### config.mk
export PLATFORM = sky130hd
export DESIGN_NAME = dbg_trap_unit
export DESIGN_NICKNAME = d
export VERILOG_FILES = /design/src/rtl/dbg_trap_pkg.sv /design/src/rtl/dbg_bp_match.sv /design/src/rtl/dbg_step_track.sv /design/src/rtl/dbg_data_pend.sv /design/src/rtl/dbg_trap_unit.sv
export SDC_FILE = /design/constraint.sdc
export NUM_CORES = 1
export LEC_CHECK = 0
export ABC_AREA = 1
export CAP_MARGIN = 20
export CORE_MARGIN = 2
export CORE_UTILIZATION = 60
export DETAILED_ROUTE_END_ITERATION = 10
export DONT_BUFFER_PORTS = 1
export PLACE_DENSITY = 0.77
export SLEW_MARGIN = 20
export SYNTH_ARGS = -nofsm -noshare
export SYNTH_HDL_FRONTEND = slang
export SYNTH_SLANG_ARGS = --single-unit
### constraint.sdc
create_clock -name clk -period 2.7 [get_ports clk]
set_input_delay 0.675 -clock clk [delete_from_list [all_inputs] [get_ports clk]]
set_output_delay 0.675 -clock clk [all_outputs]
set_load 0.05 [all_outputs]
### src/rtl/dbg_trap_pkg.sv
package dbg_trap_pkg;

  localparam int unsigned REG_W         = 32;
  localparam int unsigned SEL_W         = 3;
  localparam int unsigned CTRL_KIND_LSB = 16;
  localparam int unsigned STEP_BIT      = 14;

  localparam logic [SEL_W-1:0] SEL_CTRL = 3'd4;
  localparam logic [SEL_W-1:0] SEL_STAT = 3'd5;

  localparam logic [7:0] VEC_DEBUG = 8'd1;
  localparam logic [7:0] VEC_BRKPT = 8'd3;
  localparam logic [7:0] OPC_BRKPT = 8'hCC;
  localparam logic [7:0] IMM_BRKPT = 8'd3;

  typedef enum logic [1:0] {
    BPK_EXEC = 2'b00,
    BPK_WR   = 2'b01,
    BPK_RSVD = 2'b10,
    BPK_RDWR = 2'b11
  } bp_kind_e;

  function automatic logic kind_hits_exec(input bp_kind_e k);
    return k == BPK_EXEC;
  endfunction

  function automatic logic kind_hits_data(input bp_kind_e k, input logic is_wr);
    return (k == BPK_RDWR) || ((k == BPK_WR) && is_wr);
  endfunction

  function automatic bp_kind_e ctrl_kind(input logic [REG_W-1:0] c, input int unsigned idx);
    return bp_kind_e'(c[CTRL_KIND_LSB + 2*idx +: 2]);
  endfunction

  function automatic logic is_sw_brkpt(input logic [7:0] opc, input logic intn,
                                       input logic [7:0] imm, input logic iopl_fail);
    return (opc == OPC_BRKPT) || (intn && (imm == IMM_BRKPT) && !iopl_fail);
  endfunction

  function automatic logic [REG_W-1:0] ctrl_mask(input int unsigned nbp);
    logic [REG_W-1:0] m;
    m = '0;
    for (int unsigned i = 0; i < nbp; i++) begin
      m[i] = 1'b1;
      m[CTRL_KIND_LSB + 2*i +: 2] = 2'b11;
    end
    return m;
  endfunction

  function automatic logic [REG_W-1:0] stat_mask(input int unsigned nbp);
    logic [REG_W-1:0] m;
    m = '0;
    for (int unsigned i = 0; i < nbp; i++) m[i] = 1'b1;
    m[STEP_BIT] = 1'b1;
    return m;
  endfunction

endpackage

### src/rtl/dbg_bp_match.sv
module dbg_bp_match
  import dbg_trap_pkg::*;
#(
  parameter int unsigned AW = 32
) (
  input  logic          en,
  input  bp_kind_e      kind,
  input  logic [AW-1:0] bp_addr,
  input  logic          ret_valid,
  input  logic [AW-1:0] ret_addr,
  input  logic          da_valid,
  input  logic [AW-1:0] da_addr,
  input  logic          da_write,
  output logic          exec_hit,
  output logic          data_hit
);

  logic ret_eq;
  logic da_eq;

  assign ret_eq   = (ret_addr == bp_addr);
  assign da_eq    = (da_addr == bp_addr);
  assign exec_hit = en && ret_valid && ret_eq && kind_hits_exec(kind);
  assign data_hit = en && da_valid && da_eq && kind_hits_data(kind, da_write);

endmodule

### src/rtl/dbg_step_track.sv
module dbg_step_track (
  input  logic clk,
  input  logic rst_n,
  input  logic completed,
  input  logic tf_in,
  output logic armed
);

  logic armed_q;

  always_ff @(posedge clk) begin
    if (!rst_n)         armed_q <= 1'b0;
    else if (completed) armed_q <= tf_in;
  end

  assign armed = armed_q;

endmodule

### src/rtl/dbg_data_pend.sv
module dbg_data_pend #(
  parameter int unsigned NBP = 4
) (
  input  logic           clk,
  input  logic           rst_n,
  input  logic [NBP-1:0] cur_hits,
  input  logic           retire,
  input  logic [NBP-1:0] en_mask,
  output logic [NBP-1:0] hits_all
);

  logic [NBP-1:0] pend_q;

  always_ff @(posedge clk) begin
    if (!rst_n)      pend_q <= '0;
    else if (retire) pend_q <= '0;
    else             pend_q <= pend_q | cur_hits;
  end

  assign hits_all = (pend_q | cur_hits) & en_mask;

endmodule

### src/rtl/dbg_trap_unit.sv
module dbg_trap_unit
  import dbg_trap_pkg::*;
#(
  parameter int unsigned AW  = 32,
  parameter int unsigned NBP = 4
) (
  input  logic             clk,
  input  logic             rst_n,
  input  logic             ret_valid,
  input  logic [AW-1:0]    ret_addr,
  input  logic [7:0]       ret_opcode,
  input  logic             ret_is_intn,
  input  logic [7:0]       ret_imm,
  input  logic             ret_iopl_fail,
  input  logic             tf_in,
  input  logic             da_valid,
  input  logic [AW-1:0]    da_addr,
  input  logic             da_write,
  input  logic             reg_wr_en,
  input  logic [2:0]       reg_wr_sel,
  input  logic [31:0]      reg_wr_data,
  input  logic [2:0]       reg_rd_sel,
  output logic [31:0]      reg_rd_data,
  output logic             exc_req,
  output logic [7:0]       exc_vec,
  output logic             exc_fault
);

  localparam logic [REG_W-1:0] CTRL_MASK = ctrl_mask(NBP);
  localparam logic [REG_W-1:0] STAT_MASK = stat_mask(NBP);

  // ---------------- register file ----------------
  logic [AW-1:0]    bp_addr_q [NBP];
  logic [REG_W-1:0] ctrl_q;
  logic [REG_W-1:0] status_q;
  logic [REG_W-1:0] status_n;
  logic [REG_W-1:0] stat_set;
  logic [NBP-1:0]   en_mask;
  logic             wr_ctrl;
  logic             wr_stat;

  assign wr_ctrl = reg_wr_en && (reg_wr_sel == SEL_CTRL);
  assign wr_stat = reg_wr_en && (reg_wr_sel == SEL_STAT);
  assign en_mask = ctrl_q[NBP-1:0];

  always_ff @(posedge clk) begin
    if (!rst_n) begin
      for (int i = 0; i < NBP; i++) bp_addr_q[i] <= '0;
    end else if (reg_wr_en) begin
      for (int i = 0; i < NBP; i++)
        if (reg_wr_sel == SEL_W'(i)) bp_addr_q[i] <= reg_wr_data[AW-1:0];
    end
  end

  always_ff @(posedge clk) begin
    if (!rst_n)       ctrl_q <= '0;
    else if (wr_ctrl) ctrl_q <= reg_wr_data & CTRL_MASK;
  end

  // ---------------- comparators ----------------
  logic [NBP-1:0] exec_hits;
  logic [NBP-1:0] data_cur;
  logic [NBP-1:0] data_all;

  for (genvar g = 0; g < NBP; g++) begin : g_bp
    dbg_bp_match #(.AW(AW)) u_match (
      .en        (ctrl_q[g]),
      .kind      (ctrl_kind(ctrl_q, g)),
      .bp_addr   (bp_addr_q[g]),
      .ret_valid (ret_valid),
      .ret_addr  (ret_addr),
      .da_valid  (da_valid),
      .da_addr   (da_addr),
      .da_write  (da_write),
      .exec_hit  (exec_hits[g]),
      .data_hit  (data_cur[g])
    );
  end

  dbg_data_pend #(.NBP(NBP)) u_pend (
    .clk      (clk),
    .rst_n    (rst_n),
    .cur_hits (data_cur),
    .retire   (ret_valid),
    .en_mask  (en_mask),
    .hits_all (data_all)
  );

  // ---------------- event wires ----------------
  logic           step_armed;
  logic           evt_step;
  logic           evt_exec_any;
  logic           evt_swbp;
  logic [NBP-1:0] evt_data_hits;
  logic           win_fault;
  logic           win_swbp;
  logic           win_trap;
  logic           completed;

  assign evt_exec_any  = |exec_hits;
  assign evt_step      = ret_valid && step_armed;
  assign evt_swbp      = ret_valid && is_sw_brkpt(ret_opcode, ret_is_intn, ret_imm, ret_iopl_fail);
  assign evt_data_hits = ret_valid ? data_all : '0;

  assign win_fault = evt_exec_any;
  assign win_swbp  = !win_fault && evt_swbp;
  assign win_trap  = !win_fault && !evt_swbp && (evt_step || (|evt_data_hits));
  assign completed = ret_valid && !win_fault;

  dbg_step_track u_step (
    .clk       (clk),
    .rst_n     (rst_n),
    .completed (completed),
    .tf_in     (tf_in),
    .armed     (step_armed)
  );

  // ---------------- status update ----------------
  always_comb begin
    stat_set = '0;
    if (win_fault) begin
      stat_set[NBP-1:0] = exec_hits;
    end else if (win_trap) begin
      stat_set[NBP-1:0] = evt_data_hits;
      stat_set[STEP_BIT] = evt_step;
    end
    status_n = ((wr_stat ? (status_q & reg_wr_data) : status_q) | stat_set) & STAT_MASK;
  end

  always_ff @(posedge clk) begin
    if (!rst_n) status_q <= '0;
    else        status_q <= status_n;
  end

  // ---------------- request output ----------------
  logic       req_q;
  logic [7:0] vec_q;
  logic       fault_q;

  always_ff @(posedge clk) begin
    if (!rst_n) begin
      req_q   <= 1'b0;
      vec_q   <= '0;
      fault_q <= 1'b0;
    end else begin
      req_q   <= win_fault || win_swbp || win_trap;
      vec_q   <= win_swbp ? VEC_BRKPT : ((win_fault || win_trap) ? VEC_DEBUG : 8'd0);
      fault_q <= win_fault;
    end
  end

  assign exc_req   = req_q;
  assign exc_vec   = vec_q;
  assign exc_fault = fault_q;

  // ---------------- read port ----------------
  always_comb begin
    reg_rd_data = '0;
    if (reg_rd_sel == SEL_CTRL)      reg_rd_data = ctrl_q;
    else if (reg_rd_sel == SEL_STAT) reg_rd_data = status_q;
    else begin
      for (int i = 0; i < NBP; i++)
        if (reg_rd_sel == SEL_W'(i)) reg_rd_data = REG_W'(bp_addr_q[i]);
    end
  end

endmodule

==> run summary <==
Status: finished clean
Share of layout cells above drive strength 1: 0.114
H-tree Lvls: 4
Final wirelength: 38900 um
# DRC: 0
Power Density: 564 nW/um^2
Final ANT Viol Nets: 0
I/O pin cnt: 169
Max FO, Critical Path: 13
Width of the die: 135 um
Post-route clock period utilization: 0.980
Nets: 1523
CTS root buf: clkbuf_16
Core area: 16600 sq um
First-pass GRT wire length: 57300 um
Hold Path Class: input pin to flip-flop
Clock tree buffer depth: 2
Post-CTS setup buffer count: 0
Gr ovfl total: 0
Synth Instances: 1364
CTS Buf Count: 17
Top-area cell type share of the netlist area: 0.375
Placed insts: 1597
Max cap viols: 0
Wire per inst: 23.9 um
Seq/Total Area, Yosys: 0.426
CP Launch Type: input pin
Post-route setup slack: 0.0552 ns
PortBufs: 0
Initial antenna violation count: 0
FP Rows: 47
DIE AREA: 18100 sq um
Via count: 10089
Routability congestion estimate: 1.06
Yosys top cell by area: edfxtp_1
Clock Skew: 0.00905 ns
Core Util, Final: 0.711
Design area: 11800 sq um
Die height: 135 um
Final Power: 6.67 mW
Worst-margin pin slew: 0.614 ns
Largest net degree at the start of global routing: 40
Hold Fails Final Rpt: 0
Unrepaired setup endpoints after global routing: false
VDD IR max: 0.458 mV
CP endpoint kind: output port
Hold Buf Count CTS: 0
Pins over their slew limit: 0
Peak Freq: 0.378 GHz
Synth warnings: 0
Post-route minimum period: 2.64 ns
Ant. Diodes: 0
Post-Place Setup Slack: 0.102 ns
Crit path kind: input pin to output port
Synthesis-stage register bit count: 154
Avg Inst Size Synth: 7.51 sq um
Area growth, synth to finish: 15.5%
Vias in the first global route: 9450
Post-DP Area: 11200 sq um
P_leak: 5.00 nW
Mapped Area: 10200 sq um
Critical Path RT: 2.03 ns
Commonest non-fill, non-tap cell in the layout: nand2_1
Hold Slack: 0.371 ns
Final setup vio count: 0
Worst-skew pair later-pin latency: 0.44 ns
Most frequent cells in the layout: nand2_1, nor2_1, inv_1
Worst-path clk slew: 0.07 ns
CTS tree: yes
Iter 0 DRT Violations: 1493
Synth cell types: 39
Post-Layout Cell Count: 1629
Avg Vias per Cell: 6.19
Setup Total Neg Slack: 0 ns
Critical path arrival: 1.97 ns
Rel. slew slack: 0.588
Synth area leaders: edfxtp_1, nand2_1, nor2_1, xnor2_1, inv_1
Initial core utilization: 0.615
DP HPWL: 29500 um
CTS Sinks: 154
Pre-antenna DRT Iters: 6
Cts repair resizes: 0
Global Route Usage Sum: 0.434
==> Yosys cell counts <==
| cell | n |
|---|---|
| or2_1 | 3 |
| nor2_8 | 1 |
| o22ai_1 | 28 |
| o2111ai_1 | 4 |
| nand2_4 | 1 |
| nand3_1 | 45 |
| nor3_1 | 26 |
| o221ai_1 | 1 |
| a22oi_1 | 6 |
| nor2_1 | 260 |
| a221o_1 | 1 |
| buf_2 | 5 |
| clkbuf_1 | 29 |
| edfxtp_1 | 128 |
| nand2_1 | 286 |
| xnor2_1 | 70 |
| clkinv_1 | 3 |
| o211ai_2 | 1 |
| o21ai_1 | 17 |
| a21oi_2 | 1 |
| buf_4 | 7 |
| inv_2 | 32 |
| nor2_2 | 5 |
| nand3b_1 | 1 |
| a21oi_1 | 53 |
| or2_2 | 2 |
| or2_0 | 3 |
| clkbuf_2 | 5 |
| nor3b_1 | 1 |
| nand4_1 | 25 |
| dfxtp_1 | 26 |
| nand2_2 | 1 |
| nand3_2 | 2 |
| xor2_1 | 61 |
| o21ai_0 | 49 |
| inv_1 | 149 |
| a221oi_1 | 24 |
| nor4_1 | 1 |
| conb_1 | 1 |
==> sequential cells by signal, summed over array words and instances (netlist names) <==
name,cells
exc_req,1
status_q,5
bp_addr_q,128
exc_vec,2
ctrl_q,12
u_pend.pend_q,4
u_step.armed,1
exc_fault,1
==> per-layer routing <==
metal,wire [um],global-route usage,up-vias
met3,5760,0.117,138
met5,0,0,-
li1,-,-,4500
met4,1750,0.170,0
met1,14100,0.580,4617
met2,17300,0.678,834
==> worst max-delay path, cell delays in order <==
cell and delay [ns]:
nor2_1 0.08, inv_1 0.06, nor2_1 0.18, inv_1 0.08, buf_4 0.21, o21ai_0 0.26, a221oi_2 0.07, o22ai_2 0.17
buf_12 0.17
==> cell families after synthesis <==
family,count (synthesis),synth area share
AOI/OAI and AO/OA,185,0.108
xor gates and xnor gates,131,0.112
buffers and inverters,230,0.0881
DFF,154,0.426
other,1,0.000366
and+or+nand+nor,663,0.266
==> layout make-up <==
cell class              count  area, sq um
clock inverters            15          153
multi-input cells         985         5110
fillers                  1355         4810
repair buffers             54          806
well taps                 220          275
flip-flops and latches    154         4360
inverters                 184          691
clock buffers              17          425
==> final timing paths <==
kind | startpoint | end | slack, ns | depth (start not counted)
setup / recovery | reg_rd_sel[2] | reg_rd_data[19] | 0.06 | 9
hold / removal | rst_n | ctrl_q[0] | 0.37 | 2
setup reg to reg | bp_addr_q[3][19] | status_q[2] | 0.37 | 12
hold reg to reg | u_pend.pend_q[3] | u_pend.pend_q[3] | 0.46 | 2
==> report_power, final <==
| group | internal, mW | total, mW | switching [mW] |
|---|---|---|---|
| combinational | 0.503 | 1.31 | 0.807 |
| sequential | 2.72 | 2.93 | 0.211 |
| clock | 1.30 | 2.43 | 1.12 |
Note: power is estimated with default switching activity, not from simulation.
